[src/rtl/cavlc_pkg.sv]
// Package: shared constants, shape codes, controller states and the
// scan length of each shape. Assumes a block never exceeds 16 coefficients.
package cavlc_pkg;

    localparam int MAX_N = 16;
    localparam int IDX_W = $clog2(MAX_N);
    localparam int CNT_W = $clog2(MAX_N + 1);
    localparam int T1_MAX = 3;

    typedef enum logic [1:0] {
        SHAPE_4X4 = 2'd0,
        SHAPE_2X4 = 2'd1,
        SHAPE_2X2 = 2'd2,
        SHAPE_ALT = 2'd3
    } shape_e;

    typedef enum logic [1:0] {
        ST_IDLE = 2'd0,
        ST_SCAN = 2'd1,
        ST_EMIT = 2'd2
    } state_e;

    // Number of coefficients visited for a shape code.
    function automatic logic [CNT_W-1:0] scan_len(input logic [1:0] shape);
        case (shape)
            SHAPE_2X4: scan_len = CNT_W'(8);
            SHAPE_2X2: scan_len = CNT_W'(4);
            default:   scan_len = CNT_W'(MAX_N);
        endcase
    endfunction

endpackage

[src/rtl/cavlc_scan_order.sv]
// cavlc_scan_order: maps a scan index to the raster lane of the coefficient,
// per shape. Purely combinational. Assumes idx is below the shape's length.
module cavlc_scan_order
    import cavlc_pkg::*;
(
    input  logic [1:0]       shape,
    input  logic [IDX_W-1:0] idx,
    output logic [IDX_W-1:0] lane
);

    logic [IDX_W-1:0] zz_lane;
    logic [IDX_W-1:0] r24_lane;

    // 4x4 zigzag: index to lane.
    always_comb begin
        case (idx)
            4'd0:  zz_lane = 4'd0;
            4'd1:  zz_lane = 4'd1;
            4'd2:  zz_lane = 4'd4;
            4'd3:  zz_lane = 4'd8;
            4'd4:  zz_lane = 4'd5;
            4'd5:  zz_lane = 4'd2;
            4'd6:  zz_lane = 4'd3;
            4'd7:  zz_lane = 4'd6;
            4'd8:  zz_lane = 4'd9;
            4'd9:  zz_lane = 4'd12;
            4'd10: zz_lane = 4'd13;
            4'd11: zz_lane = 4'd10;
            4'd12: zz_lane = 4'd7;
            4'd13: zz_lane = 4'd11;
            4'd14: zz_lane = 4'd14;
            default: zz_lane = 4'd15;
        endcase
    end

    // 2x4 order: fixed eight-entry table.
    always_comb begin
        case (idx[2:0])
            3'd0: r24_lane = 4'd0;
            3'd1: r24_lane = 4'd2;
            3'd2: r24_lane = 4'd1;
            3'd3: r24_lane = 4'd5;
            3'd4: r24_lane = 4'd3;
            3'd5: r24_lane = 4'd6;
            3'd6: r24_lane = 4'd4;
            default: r24_lane = 4'd7;
        endcase
    end

    // Shape select: 2x2 is raster order, unused code falls back to 4x4.
    always_comb begin
        case (shape)
            SHAPE_2X4: lane = r24_lane;
            SHAPE_2X2: lane = idx;
            default:   lane = zz_lane;
        endcase
    end

endmodule

[src/rtl/cavlc_scan_ctrl.sv]
// cavlc_scan_ctrl: sequences idle, scan and list emission. It accepts start
// only when idle, steps one scan index per clock, pulses done after the final
// index and then counts the list pointer down to zero. Assumes cnt_next is
// the nonzero count including the coefficient scanned in the current cycle.
module cavlc_scan_ctrl
    import cavlc_pkg::*;
(
    input  logic             clk,
    input  logic             rst_n,
    input  logic             start_i,
    input  logic [1:0]       shape_i,
    input  logic [CNT_W-1:0] cnt_next,
    output logic             load,
    output logic             step,
    output logic [1:0]       shape_q,
    output logic [IDX_W-1:0] idx,
    output logic [IDX_W-1:0] rd_ptr,
    output logic             emitting,
    output logic             busy,
    output logic             done
);

    state_e           state;
    logic             last_scan;
    logic [CNT_W-1:0] len;

    // Derived control strobes.
    always_comb begin
        len       = scan_len(shape_q);
        load      = (state == ST_IDLE) && start_i;
        step      = (state == ST_SCAN);
        last_scan = step && ({1'b0, idx} == (len - 1'b1));
        emitting  = (state == ST_EMIT);
        busy      = (state != ST_IDLE);
    end

    // State, index, list pointer and done pulse.
    always_ff @(posedge clk) begin
        if (!rst_n) begin
            state   <= ST_IDLE;
            idx     <= '0;
            rd_ptr  <= '0;
            shape_q <= SHAPE_4X4;
            done    <= 1'b0;
        end else begin
            done <= 1'b0;
            case (state)
                ST_IDLE: begin
                    if (start_i) begin
                        state   <= ST_SCAN;
                        idx     <= '0;
                        shape_q <= shape_i;
                    end
                end
                ST_SCAN: begin
                    if (last_scan) begin
                        done <= 1'b1;
                        idx  <= '0;
                        if (cnt_next != '0) begin
                            state  <= ST_EMIT;
                            rd_ptr <= IDX_W'(cnt_next - 1'b1);
                        end else begin
                            state <= ST_IDLE;
                        end
                    end else begin
                        idx <= idx + 1'b1;
                    end
                end
                ST_EMIT: begin
                    if (rd_ptr == '0) begin
                        state <= ST_IDLE;
                    end else begin
                        rd_ptr <= rd_ptr - 1'b1;
                    end
                end
                default: state <= ST_IDLE;
            endcase
        end
    end

endmodule

[src/rtl/cavlc_coef_accum.sv]
// cavlc_coef_accum: consumes one coefficient per step in scan order. It counts
// nonzero values, tracks the tail of magnitude-one values and their signs,
// remembers the last nonzero position, and stores each level with the zero
// run before it. Assumes clear comes before the first step of a block.
module cavlc_coef_accum
    import cavlc_pkg::*;
#(
    parameter int COEF_W = 16
) (
    input  logic              clk,
    input  logic              rst_n,
    input  logic              clear,
    input  logic              step,
    input  logic [COEF_W-1:0] coef,
    input  logic [IDX_W-1:0]  idx,
    input  logic [IDX_W-1:0]  rd_ptr,
    output logic [CNT_W-1:0]  cnt_q,
    output logic [CNT_W-1:0]  cnt_next,
    output logic [1:0]        t1_q,
    output logic [T1_MAX-1:0] sign_q,
    output logic [IDX_W-1:0]  total_zeros,
    output logic [COEF_W-1:0] rd_level,
    output logic [IDX_W-1:0]  rd_run
);

    logic [IDX_W-1:0]  zrun_q;
    logic [IDX_W-1:0]  last_pos_q;
    logic [COEF_W-1:0] level_mem [MAX_N];
    logic [IDX_W-1:0]  run_mem   [MAX_N];
    logic              nz;
    logic              mag1;

    // Classify the coefficient of this step.
    always_comb begin
        nz       = (coef != '0);
        mag1     = (coef == COEF_W'(1)) || (coef == '1);
        cnt_next = cnt_q + CNT_W'(step && nz);
    end

    // Counters, trailing-one tracker and last position.
    always_ff @(posedge clk) begin
        if (!rst_n || clear) begin
            cnt_q      <= '0;
            zrun_q     <= '0;
            t1_q       <= '0;
            sign_q     <= '0;
            last_pos_q <= '0;
        end else if (step) begin
            if (nz) begin
                cnt_q      <= cnt_q + 1'b1;
                zrun_q     <= '0;
                last_pos_q <= idx;
                if (mag1) begin
                    if (t1_q != 2'(T1_MAX)) begin
                        t1_q <= t1_q + 1'b1;
                    end
                    sign_q <= {sign_q[T1_MAX-2:0], coef[COEF_W-1]};
                end else begin
                    t1_q   <= '0;
                    sign_q <= '0;
                end
            end else begin
                zrun_q <= zrun_q + 1'b1;
            end
        end
    end

    // Level and preceding-run store; contents only read after being written.
    always_ff @(posedge clk) begin
        if (step && nz) begin
            level_mem[cnt_q[IDX_W-1:0]] <= coef;
            run_mem[cnt_q[IDX_W-1:0]]   <= zrun_q;
        end
    end

    // Total zeros and list read port.
    always_comb begin
        total_zeros = (cnt_q == '0) ? '0
                    : IDX_W'(CNT_W'(last_pos_q) + 1'b1 - cnt_q);
        rd_level    = level_mem[rd_ptr];
        rd_run      = (rd_ptr == '0) ? '0 : run_mem[rd_ptr];
    end

endmodule

[src/rtl/cavlc_stat_extract.sv]
// cavlc_stat_extract: top. It captures a coefficient block on an accepted
// start, scans it in shape order and exposes the entropy-coder statistics
// plus a reverse-order level/run list. Assumes statistics are only consumed
// from the done cycle on; they move while the scan runs.
module cavlc_stat_extract
    import cavlc_pkg::*;
#(
    parameter int COEF_W = 16
) (
    input  logic                    clk,
    input  logic                    rst_n,
    input  logic                    start_i,
    input  logic [1:0]              shape_i,
    input  logic [MAX_N*COEF_W-1:0] coef_i,
    output logic                    busy_o,
    output logic                    done_o,
    output logic [CNT_W-1:0]        total_coef_o,
    output logic [1:0]              trail_ones_o,
    output logic [T1_MAX-1:0]       trail_sign_o,
    output logic [IDX_W-1:0]        total_zeros_o,
    output logic                    list_valid_o,
    output logic [COEF_W-1:0]       list_level_o,
    output logic [IDX_W-1:0]        list_run_o,
    output logic                    list_last_o
);

    logic              load;
    logic              step;
    logic [1:0]        shape_q;
    logic [IDX_W-1:0]  idx;
    logic [IDX_W-1:0]  lane;
    logic [IDX_W-1:0]  rd_ptr;
    logic              emitting;
    logic [CNT_W-1:0]  cnt_next;
    logic [COEF_W-1:0] coef_q [MAX_N];
    logic [COEF_W-1:0] coef_sel;

    // Capture register per lane, loaded only on an accepted start.
    for (genvar g = 0; g < MAX_N; g++) begin : g_lane
        always_ff @(posedge clk) begin
            if (!rst_n) begin
                coef_q[g] <= '0;
            end else if (load) begin
                coef_q[g] <= coef_i[g*COEF_W +: COEF_W];
            end
        end
    end

    cavlc_scan_ctrl u_ctrl (
        .clk      (clk),
        .rst_n    (rst_n),
        .start_i  (start_i),
        .shape_i  (shape_i),
        .cnt_next (cnt_next),
        .load     (load),
        .step     (step),
        .shape_q  (shape_q),
        .idx      (idx),
        .rd_ptr   (rd_ptr),
        .emitting (emitting),
        .busy     (busy_o),
        .done     (done_o)
    );

    cavlc_scan_order u_order (
        .shape (shape_q),
        .idx   (idx),
        .lane  (lane)
    );

    // Select the coefficient at the current scan position.
    always_comb coef_sel = coef_q[lane];

    cavlc_coef_accum #(.COEF_W(COEF_W)) u_accum (
        .clk         (clk),
        .rst_n       (rst_n),
        .clear       (load),
        .step        (step),
        .coef        (coef_sel),
        .idx         (idx),
        .rd_ptr      (rd_ptr),
        .cnt_q       (total_coef_o),
        .cnt_next    (cnt_next),
        .t1_q        (trail_ones_o),
        .sign_q      (trail_sign_o),
        .total_zeros (total_zeros_o),
        .rd_level    (list_level_o),
        .rd_run      (list_run_o)
    );

    // List handshake flags.
    always_comb begin
        list_valid_o = emitting;
        list_last_o  = emitting && (rd_ptr == '0);
    end

endmodule

[config.mk]
export PLATFORM = sky130hd
export DESIGN_NAME = cavlc_stat_extract
export DESIGN_NICKNAME = d
export VERILOG_FILES = /design/src/rtl/cavlc_pkg.sv /design/src/rtl/cavlc_scan_order.sv /design/src/rtl/cavlc_scan_ctrl.sv /design/src/rtl/cavlc_coef_accum.sv /design/src/rtl/cavlc_stat_extract.sv
export SDC_FILE = /design/constraint.sdc
export NUM_CORES = 1
export LEC_CHECK = 0
export BUFFER_PORTS_ARGS = -buffer_cell sky130_fd_sc_hd__buf_4
export CAP_MARGIN = 20
export CORE_MARGIN = 3
export CORE_UTILIZATION = 59
export DETAILED_ROUTE_END_ITERATION = 16
export GPL_TIMING_DRIVEN = 0
export PLACE_DENSITY = 0.79
export SLEW_MARGIN = 10
export SYNTH_ARGS = -nofsm -noshare
export SYNTH_HDL_FRONTEND = slang
export SYNTH_SLANG_ARGS = --single-unit
[constraint.sdc]
create_clock -name clk -period 12.3 [get_ports clk]
set_input_delay 2.46 -clock clk [delete_from_list [all_inputs] [get_ports clk]]
set_output_delay 2.46 -clock clk [all_outputs]
set_load 0.02 [all_outputs]
# Word-level counts from Yosys, hierarchy flattened
# Memories as Yosys holds them, arrays and structs flattened. A register that Yosys moved wholly into a read port is not among the register bits.
# Cells that the tools add are included.
dict set report totals {
  regBits 31
  ramBits 576
  mem_bits_ro 64
  in_bits 261
  n_memories 4
}
dict set report op_classes {
  addsub 10
  eq_ne 20
  n_mux 50
  n_bitwise 16
  n_reduce_logical 23
}
# name words word_bits rd rd_clocked_by_memory_dff wr line
set mem_list {}
lappend mem_list {coef_q 16 16 1 0 16 cavlc_stat_extract.sv:35} ;# logic [COEF_W-1:0] coef_q [MAX_N];
lappend mem_list {u_accum.level_mem 16 16 1 1 1 cavlc_coef_accum.sv:28} ;# logic [COEF_W-1:0] level_mem [MAX_N];
lappend mem_list {{(no name shown)} 16 4 1 1 0 cavlc_scan_order.sv:16} ;# case (idx)
lappend mem_list {u_accum.run_mem 16 4 1 1 1 cavlc_coef_accum.sv:29} ;# logic [IDX_W-1:0] run_mem [MAX_N];
# op count
set op_table {}
lappend op_table {{16-bit two-way mux} 16}
lappend op_table {{4-bit two-way mux} 14}
lappend op_table {{4-bit case mux with 2 select lines} 3}
lappend op_table {{3-bit case mux with 7 select lines} 1}
lappend op_table {{16-bit by 1-bit equality test with 1-bit output (second input constant)} 1}
lappend op_table {{16-bit equality test (second input constant)} 1}
lappend op_table {{1-bit OR} 16}
lappend op_table {{16-bit nonzero test} 1}
lappend op_table {{4-bit by 1-bit adder with 4-bit output (second input constant)} 3}
lappend op_table {{2-bit two-way mux} 6}
lappend op_table {{2-bit inequality test (second input constant)} 6}
lappend op_table {{5-bit case mux with 2 select lines} 1}
lappend op_table {{3-bit equality test (second input constant)} 3}
lappend op_table {{2-bit AND reduction} 4}
lappend op_table {{4-bit by 1-bit subtractor with 4-bit output (second input constant)} 2}
lappend op_table {{1-bit two-way mux} 7}
lappend op_table {{3-bit by 2-bit equality test with 1-bit output (second input constant)} 2}
lappend op_table {{2-bit case mux with 3 select lines} 1}
lappend op_table {{3-bit AND reduction} 2}
lappend op_table {{2-bit nonzero test} 3}
lappend op_table {{5-bit by 1-bit adder with 5-bit output} 1}
lappend op_table {{5-bit by 1-bit adder with 5-bit output (second input constant)} 1}
lappend op_table {{4-bit by 5-bit equality test with 1-bit output} 1}
lappend op_table {{5-bit zero test} 1}
lappend op_table {{other kinds (16)} 22}

# Longest topological paths before layout
# Gate-level depths: netlist of run 1.
# An unclocked memory read counts as a cell.
dict set report depth {
  depth_word 13
  ltp_mapped 26
  ltp_nobuf 20
}

# Cells and area by module
# A second synthesis of run 1 with hierarchy kept.
dict set report hier_totals {
  hier_cells 1447
  area_unflattened_um2 25776.0
}
# module instances cells_each area_per_inst_um2
set modules_own_cells {}
lappend modules_own_cells {cavlc_coef_accum 1 600 13176.4}
lappend modules_own_cells {cavlc_stat_extract 1 708 11488.5}
lappend modules_own_cells {cavlc_scan_ctrl 1 88 757.0}
lappend modules_own_cells {cavlc_scan_order 1 51 354.1}

# Worst setup path after synthesis of run 1
# Ideal clock, no wire load.
dict set report synth_timing {
  path_kind {in2reg}
  startpoint {input start_i}
  endpoint {memory coef_q[0][0], enable pin}
  setup_time_ns 0.720
  arrival_ns 10.000
  required_ns 11.580
  setup_slack_ns 1.580
  cell_stages 5
  cell_sequence {nand2_1 -> and2_1 -> buf_4 -> clkinv_1 -> clkbuf_1}
}
# item line
set synth_rtl {}
lappend synth_rtl {{start: declaration} cavlc_stat_extract.sv:12} ;# input logic start_i,
lappend synth_rtl {{end: declaration} cavlc_stat_extract.sv:35}

==> results of run 1 <==
layout make-up:
class / instances / share of cell area
Multi-Input combinational cell: 840 / 0.243
Sequential cell: 615 / 0.571
Clock inverter: 36 / 0.0117
Antenna cell: 1 / 0.0000791
Tap cell: 585 / 0.0231
Buffer: 88 / 0.0157
Inverter: 24 / 0.00285
Clock buffer: 71 / 0.0474
Timing Repair Buffer: 327 / 0.0853
metrics by stage:
stage          hold slack (ns)  std cells  area, um2
3_3_place_gp             0.470       2450      29300
3_5_place_dp             0.479       2473      29700
2_1_floorplan            0.460       1567      26300
6_report                 0.493       2587      31600
4_1_cts                  0.494       2580      31600
5_1_grt                  0.497       2586      31600
power by group through the flow:
stage / Sequential, mW / Combinational (mW) / Clock [mW]
5_1_grt: 2.45 / 0.503 / 1.86
2_1_floorplan: 2.49 / 0.264 / 0
3_3_place_gp: 2.50 / 0.451 / 0
6_report: 2.44 / 0.479 / 1.78
4_1_cts: 2.44 / 0.473 / 1.78
3_5_place_dp: 2.48 / 0.469 / 0
cell usage after synthesis (9+ instances only):
cell type  instances
and2_1           269
o21ai_0           14
nor2b_1           12
buf_6             11
clkbuf_1          55
mux2i_1          132
ha_1              27
and3_1            15
or4_1             11
edfxtp_1         576
nand2_1           34
dfxtp_1           39
nand3_1           10
xnor2_1            9
nor2_1            28
nor3_1            12
o22ai_1           55
inv_1             22
mux4_2           101
registers in the layout (all words and copies together), names as in the netlist, named ones only:
| register | count |
|---|---|
| u_accum.t1_q | 2 |
| u_ctrl.state | 2 |
| u_accum.sign_q | 3 |
| u_ctrl.done | 1 |
| u_accum.level_mem | 256 |
| u_accum.last_pos_q | 4 |
| u_accum.cnt_q | 5 |
| u_ctrl.rd_ptr | 4 |
| u_accum.run_mem | 64 |
| u_order.zz_lane | 4 |
| u_accum.zrun_q | 4 |
| coef_q | 256 |
| u_ctrl.idx | 4 |
| u_ctrl.shape_q | 2 |
cell families (layout without fill, tap and decap cells):
| group | after synthesis | after routing | share of synthesized area |
|---|---|---|---|
| adders and majority gates | 28 | 28 | 0.0136 |
| other | 0 | 1 | 0 |
| buffers and inverters | 112 | 546 | 0.0221 |
| muxes | 235 | 235 | 0.137 |
| AOI/OAI and AO/OA | 136 | 136 | 0.0373 |
| and+or+nand+nor | 428 | 428 | 0.0987 |
| DFF | 615 | 615 | 0.687 |
| xor gates and xnor gates | 13 | 13 | 0.00432 |
how the worst max path moves through the flow:
stage | start | end | slack, ns | depth (start not counted)
2_1_floorplan | start_i | coef_q[0][0] | 1.58 | 5
3_3_place_gp | start_i | coef_q[11][15] | -0.97 | 6
3_5_place_dp | u_ctrl.idx[0] | flip-flop | 5.32 | 20
4_1_cts | u_ctrl.idx[0] | flip-flop | 5.27 | 20
5_1_grt | u_ctrl.idx[0] | flip-flop | 4.73 | 20
6_report | u_ctrl.idx[0] | flip-flop | 5.15 | 20
routing by layer:
metal | track usage | vias to the layer above | share of wire
met5 | 0 | - | 0.00018
met4 | 0.144 | 2 | 0.048
met3 | 0.0438 | 185 | 0.085
met2 | 0.533 | 987 | 0.51
met1 | 0.391 | 8092 | 0.35
li1 | - | 6837 | -
==> metrics list, run 1 <==
* Outcome: finished clean
* Number of buffers added on ports: 298
- Largest buffer count on any clock path: 3
- Count of final hold-check violations: 0
* Part of the Yosys area used for sequential elements: 0.687
* FF+latch count, synth: 615
- Total Neg Setup Slack: 0 ns
- In the final layout, the share of cells above drive strength 1 is 0.285.
* Post-synthesis cell type with the largest combined area: edfxtp_1
* # fillers: 2688
- Worst max-slew margin expressed relative to the limit: 0.329
- Of the total power, the share spent switching nets is 0.229.
- Buffers and inverters on the worst path: 2
- Measured in cells, the most critical reg-to-reg path has a length of 20.
- Cells traversed along the worst timing path: ha_1 > ha_1 > or4b_4 > o311a_1 > nor3_1 > nand2_1 > buf_2 > o22ai_1 > or4_1 > nor2_1 > and3_1 > a31oi_2 > clkbuf_1 > ha_1 > nand3_1 > xor2_1 > a31oi_1 > nor2_1 > a2111oi_0 > o31a_1
- NumNets Final: 2243
* Portion of total power attributed to combinational logic: 0.102
- Clock skew on the completed layout was measured at 0.0221 ns.
* Setup Crit Path Kind: reg -> reg
- Overall die height: 217 um
- In this run the remaining antenna-violating nets after routing total 0.
- The region available for standard cell placement spans 43600 um2.
- TritonCTS Buffers: 58
- Pins over their slew limit: 0
* Max stage delay on crit path: 0.72 ns
* Ports: 299
- Starting utilization of the core area: 0.605
* Residual DRC: 0
- Number of buffers inserted by post-CTS setup repair: 0
- Leakage power of the design: 11.5 nW
- Clock-pin transition on the worst setup and hold timing paths: 0.06 ns
- STA classifies the critical path endpoint as a flip-flop.
- Standard cell with the maximum stage delay on the critical path: a31oi_1
* Internal power consumption: 3.62 mW
- For this design the ratio of total power to cell area is 148 nW/um2.
- Arrival time at the worst endpoint: 7.71 ns
* Number of synthesis warnings: 0
- Of the post-synthesis cell area, the dominant cell type holds 0.657.
* Prevailing post-synth register cell: edfxtp_1
- Hold Buf Count CTS: 0
* Place WS: 5.32 ns
- The kind of cell with the highest combined delay along the critical path is compound AO/OA/AOI/OAI gates.
- Number of global-route vias before repair: 16400
- After layout, the design draws a total of 4.70 mW.
* P&R area growth vs syn: 20.2%
* End point of the most critical hold path: u_accum.sign_q[2]
- After detailed routing, the number of vias per cell comes to 6.22.
- The die covers 47200 um2.
- The startpoint identified for the worst register-to-register timing path is u_ctrl.idx[0].
- After the first detailed-routing iteration, the DRC count stood at 2098.
- At the end of routability-driven placement, the weighted congestion stood at 0.907.
- Average routed wire per standard cell: 28.1 um
* Critical-path maximum fanout: 18
- The library cell used most frequently in the layout, excluding fill and tap cells, is edfxtp_1.
- Area taken by flip-flops and latches: 18100 um2
- Among the stages of the critical path, the cell type that occurs most often is ha_1.
- By area the synthesized netlist is led by edfxtp_1, mux4_2, and2_1.
- Post-CTS sizing: 0
* Critical Path RT: 12.85 ns
* Width of the die: 217 um
- After synthesis, the mean cell area works out to 16.8 um2.
- The multi-input combinational cells in the finished layout cover a total of 7680 um2.
- In the synthesized netlist, the number of instances is 1567.
- Std-Cell Rows: 76
- Of the total power, registers draw 0.520.
- Power spent charging and discharging nets: 1.08 mW
* Post-synth design cell area: 26300 um2
* First-pass iteration count of the detailed router: 6
* Fraction of synthesis flops using an asynchronous set or reset pin: 0
* Post-Route WL: 72.8 mm
- Setup violations, final: 0
- Number of antenna violations at the first check in global routing: 1
- Tcrit/Tclk final: 0.582
- Unrepaired setup endpoints after global routing: false
- In the post-route analysis, the smallest setup slack over all paths is 5.15 ns.
- The tree is rooted in a clkbuf_16.
- Launch point of the worst hold path: u_accum.sign_q[2]
- STA classifies the critical path startpoint as a flip-flop.
- In this run the worst hold path is classified as reg -> reg.
- The synthesized design contains 576 enable-type register cells.
- VDD IR max: 117 uV
- Vias post-DR: 16100
* Total congestion overflow after global routing: 0
- Count of max-cap constraint violations: 0
* H-tree level count: 2
* Minimum period implied by the final worst setup slack: 7.15 ns
- Worst Hold Path Cells: 1
- The share of total power dissipated in the clock network is 0.378.
* Global-route wire length before repair: 105 mm
* Post-detailed-placement half-perimeter wirelength: 51.2 mm
* Total clock sinks: 615
- Synth cell types: 83
* Clock latency at the later pin of the worst-skew pair: 0.62 ns
- R2R Setup Slk: 5.15 ns
- Clock tree from TritonCTS: yes
- Synthesis produced a netlist with a net count of 1856.
- F_max: 140 MHz
- Entering global routing, the biggest net connects 67 pins.
- GRT Total Usage: 0.309
* Transition at the pin with the smallest max-transition slack: 1.01 ns
- Commonest cells after routing, fill and taps aside: edfxtp_1, buf_4, and2_1
- For this run, the share of the core covered by cells in the final layout is 0.727.
No activity file was read; power rests on OpenSTA's default activity.
==> run 2, diff against run 1 <==
==> constraint.sdc (replaced) <==
create_clock -name clk -period 7 [get_ports clk]
set_input_delay 1.4 -clock clk [delete_from_list [all_inputs] [get_ports clk]]
set_output_delay 1.4 -clock clk [all_outputs]
set_load 0.02 [all_outputs]
==> run 2 against run 1 <==
Net effect: clock power grew 79%; largest cell class unchanged; register-to-register slack got worse by 4.7 ns; global-route usage decreased by 0.50 points; combinational power is 76% higher; final cell count shrank 0.15%; sequential power increased by 76%; sequential cell count is the same; sequential share of layout area about the same; power grew 77%; via count shrank 1.5%; setup slack lost 4.7 ns; clock-buffer cell count rose by 2.
==> metrics list, run 2 (synthesized netlist as in run 1, its figures left out) <==
- Transition at the pin with the smallest max-transition slack: 1.04 ns
* Weighted congestion reported at the end of routability-driven placement: 0.917
- The number of endpoints with negative hold slack in the final report is 0.
* Clock tree from TritonCTS: yes
* Met2 wirelength from detailed routing: 36.0 mm
* Worst max-slew margin expressed relative to the limit: 0.310
- In this run the standard cell core region covers 43600 um2.
- The analysis attributes to cell leakage a power of 11.5 nW.
- In this run the remaining antenna-violating nets after routing total 0.
- For this run, design rule violations remaining after detail routing come to 0.
* Number of global-route vias before repair: 16300
- Skew final: 0.0300 ns
- The routed design could run at a clock period as short as 6.53 ns.
- Average routed wire per standard cell: 27.6 um
- After detailed routing, the wire length on met1 is 25.7 mm.
- Uppermost metal layer occupied by signal nets: met4
- Launching point of the worst reg2reg path: u_ctrl.idx[0]
* Pins over their slew limit: 0
- F_max: 153 MHz
- P&R area growth vs syn: 20.1%
* Number of buffers added on ports: 298
- 299 I/O pins were placed.
- Width of the die: 217 um
- Std-Cell Rows: 76
- Outcome: finished clean
- # fillers: 2722
- Count of max-cap constraint violations: 0
* GRT Total Usage: 0.304
* Total congestion overflow after global routing: 0
- Critical-path maximum fanout: 18
* Commonest cells after routing, fill and taps aside: edfxtp_1, buf_4, and2_1
- The number of clock buffers added by TritonCTS is 59.
* Routed vias/inst: 6.14
- The routed layout has 15900 vias.
- DRC violation total after the first TritonRoute iteration: 1980
* Largest buffer count on any clock path: 3
- VDD IR max: 207 uV
- Unrepaired setup endpoints after global routing: false
- H-tree level count: 2
- Starting utilization of the core area: 0.605
- Total clock sinks: 615
- Summed over all layers, the routed wires come to 71.3 mm.
* Buffer cell driving the clock tree root: clkbuf_16
- Capturing element type of the critical path: flip-flop
- The library cell used most frequently in the layout, excluding fill and tap cells, is edfxtp_1.
* Setup Crit Path Kind: reg -> reg
- Entering global routing, the biggest net connects 97 pins.
- The first global-routing pass estimated 104 mm of wire.
- Overall die area: 47200 um2
* Placed cell count: 2469
* Kind of path behind the tightest hold check: reg -> reg
* Critical path startpoint category: flip-flop
* Non-filler instance count after layout: 2583
- Of the available clock period, the critical path in the final layout requires 0.933.
- For this run, the post-layout net count is 2237.
- Final design utilization: 0.726
- The worst hold path begins at u_accum.t1_q[1].
- Arrival time at the worst endpoint: 7.09 ns
- The die is 217 um tall.
* Hold Buf Count CTS: 0
- Setup violations remaining at the end of the flow were counted as 0.
- Of the cells placed in the final design, the portion with a size suffix greater than 1 is 0.287.
- Worst setup path start: u_ctrl.idx[0]
- First-pass iteration count of the detailed router: 5
- Detailed placement finished with a half-perimeter wire length of 50.5 mm.
* Clock latency at the later pin of the worst-skew pair: 0.63 ns
- Number of antenna violations at the first check in global routing: 1
- After clock tree synthesis, the clock-pin slew on the worst setup and hold paths is 0.06 ns.
- WL met3: 6.14 mm
- Power spread over the standard cell area amounts to 263 nW/um2.
- At the worst endpoint, the required time is 7.56 ns.
==> run 2: changes by cell type in the layout (fill, tap and decap cells not counted), moves of 2 or more <==
cell	before	now
clkbuf_16	58	60
buf_6	17	12
or4_1	11	6
or4_4	3	8
buf_8	14	16
buf_16	6	3
==> run 2: path summary, 6_finish.rpt <==
path | endpoint | slack [ns] | cells past startpoint
max | flip-flop | 0.47 | 21
min | u_accum.t1_q[1] | 0.48 | 2
max reg2reg | flip-flop | 0.47 | 21
min reg2reg | u_accum.t1_q[1] | 0.48 | 2
==> run 2: area by class of cell <==
cell class / instances / area (um2) / share of cell area
Sequential cell: 615 / 18100 / 0.572
Multi-Input combinational cell: 840 / 7710 / 0.244
Timing Repair Buffer: 320 / 2570 / 0.0813
Clock buffer: 73 / 1550 / 0.0490
Tap cell: 585 / 732 / 0.0231
Buffer: 88 / 503 / 0.0159
Clock inverter: 37 / 382 / 0.0121
Inverter: 24 / 90.1 / 0.00285
Antenna cell: 1 / 2.50 / 0.0000791
==> run 2: per-layer routing <==
layer,GRT usage,vias to the layer above
met4,0.132,0
met2,0.515,932
met5,0,-
li1,-,6837
met3,0.0517,176
met1,0.392,7916
==> run 2: metrics by stage <==
step / hold slack (ns) / setup TNS [ns] / cell area (um2) / total power [mW] / setup WS, ns
CTS: 0.480 / 0 / 31500 / 8.32 / 0.127
finish: 0.476 / 0 / 31600 / 8.32 / 0.468
global placement: 0.459 / -37.59 / 29300 / 5.17 / -1.00
floorplan: 0.460 / 0 / 26300 / 4.83 / 1.29
detailed placement: 0.471 / -0.174 / 29600 / 5.19 / -0.0882
global route: 0.509 / 0 / 31600 / 8.53 / 0.0723
==> run 2: critical path, cell delays in order, from the launching register on <==
cell	delay, ns
dfxtp_1	0.42
ha_1	0.27
ha_1	0.27
or4b_4	0.58
o311a_1	0.17
nor3_1	0.44
nand2_1	0.13
buf_2	0.27
o22ai_1	0.60
or4_4	0.39
nor3_1	0.09
and3_1	0.25
a31oi_2	0.49
clkbuf_1	0.36
ha_1	0.24
ha_1	0.21
xnor2_1	0.13
nor2_1	0.05
a21oi_1	0.21
nand3_1	0.17
a2111oi_1	0.53
o31a_1	0.20
==> run 2: timing repair <==
| action | in CTS | in global routing |
|---|---|---|
| gates resized for setup | 1 | 7 |
| endpoints found under the setup margin | 2 | 2 |
| endpoints found under the hold margin | 0 | 0 |
| buffers inserted | 0 | 0 |
| pin swaps | 0 | 0 |
==> run 2: where the power goes <==
| part | internal [mW] | switching [mW] |
|---|---|---|
| logic | 0.340 | 0.504 |
| registers | 4.24 | 0.0435 |
| clock network | 1.83 | 1.36 |
| total | 6.41 | 1.91 |
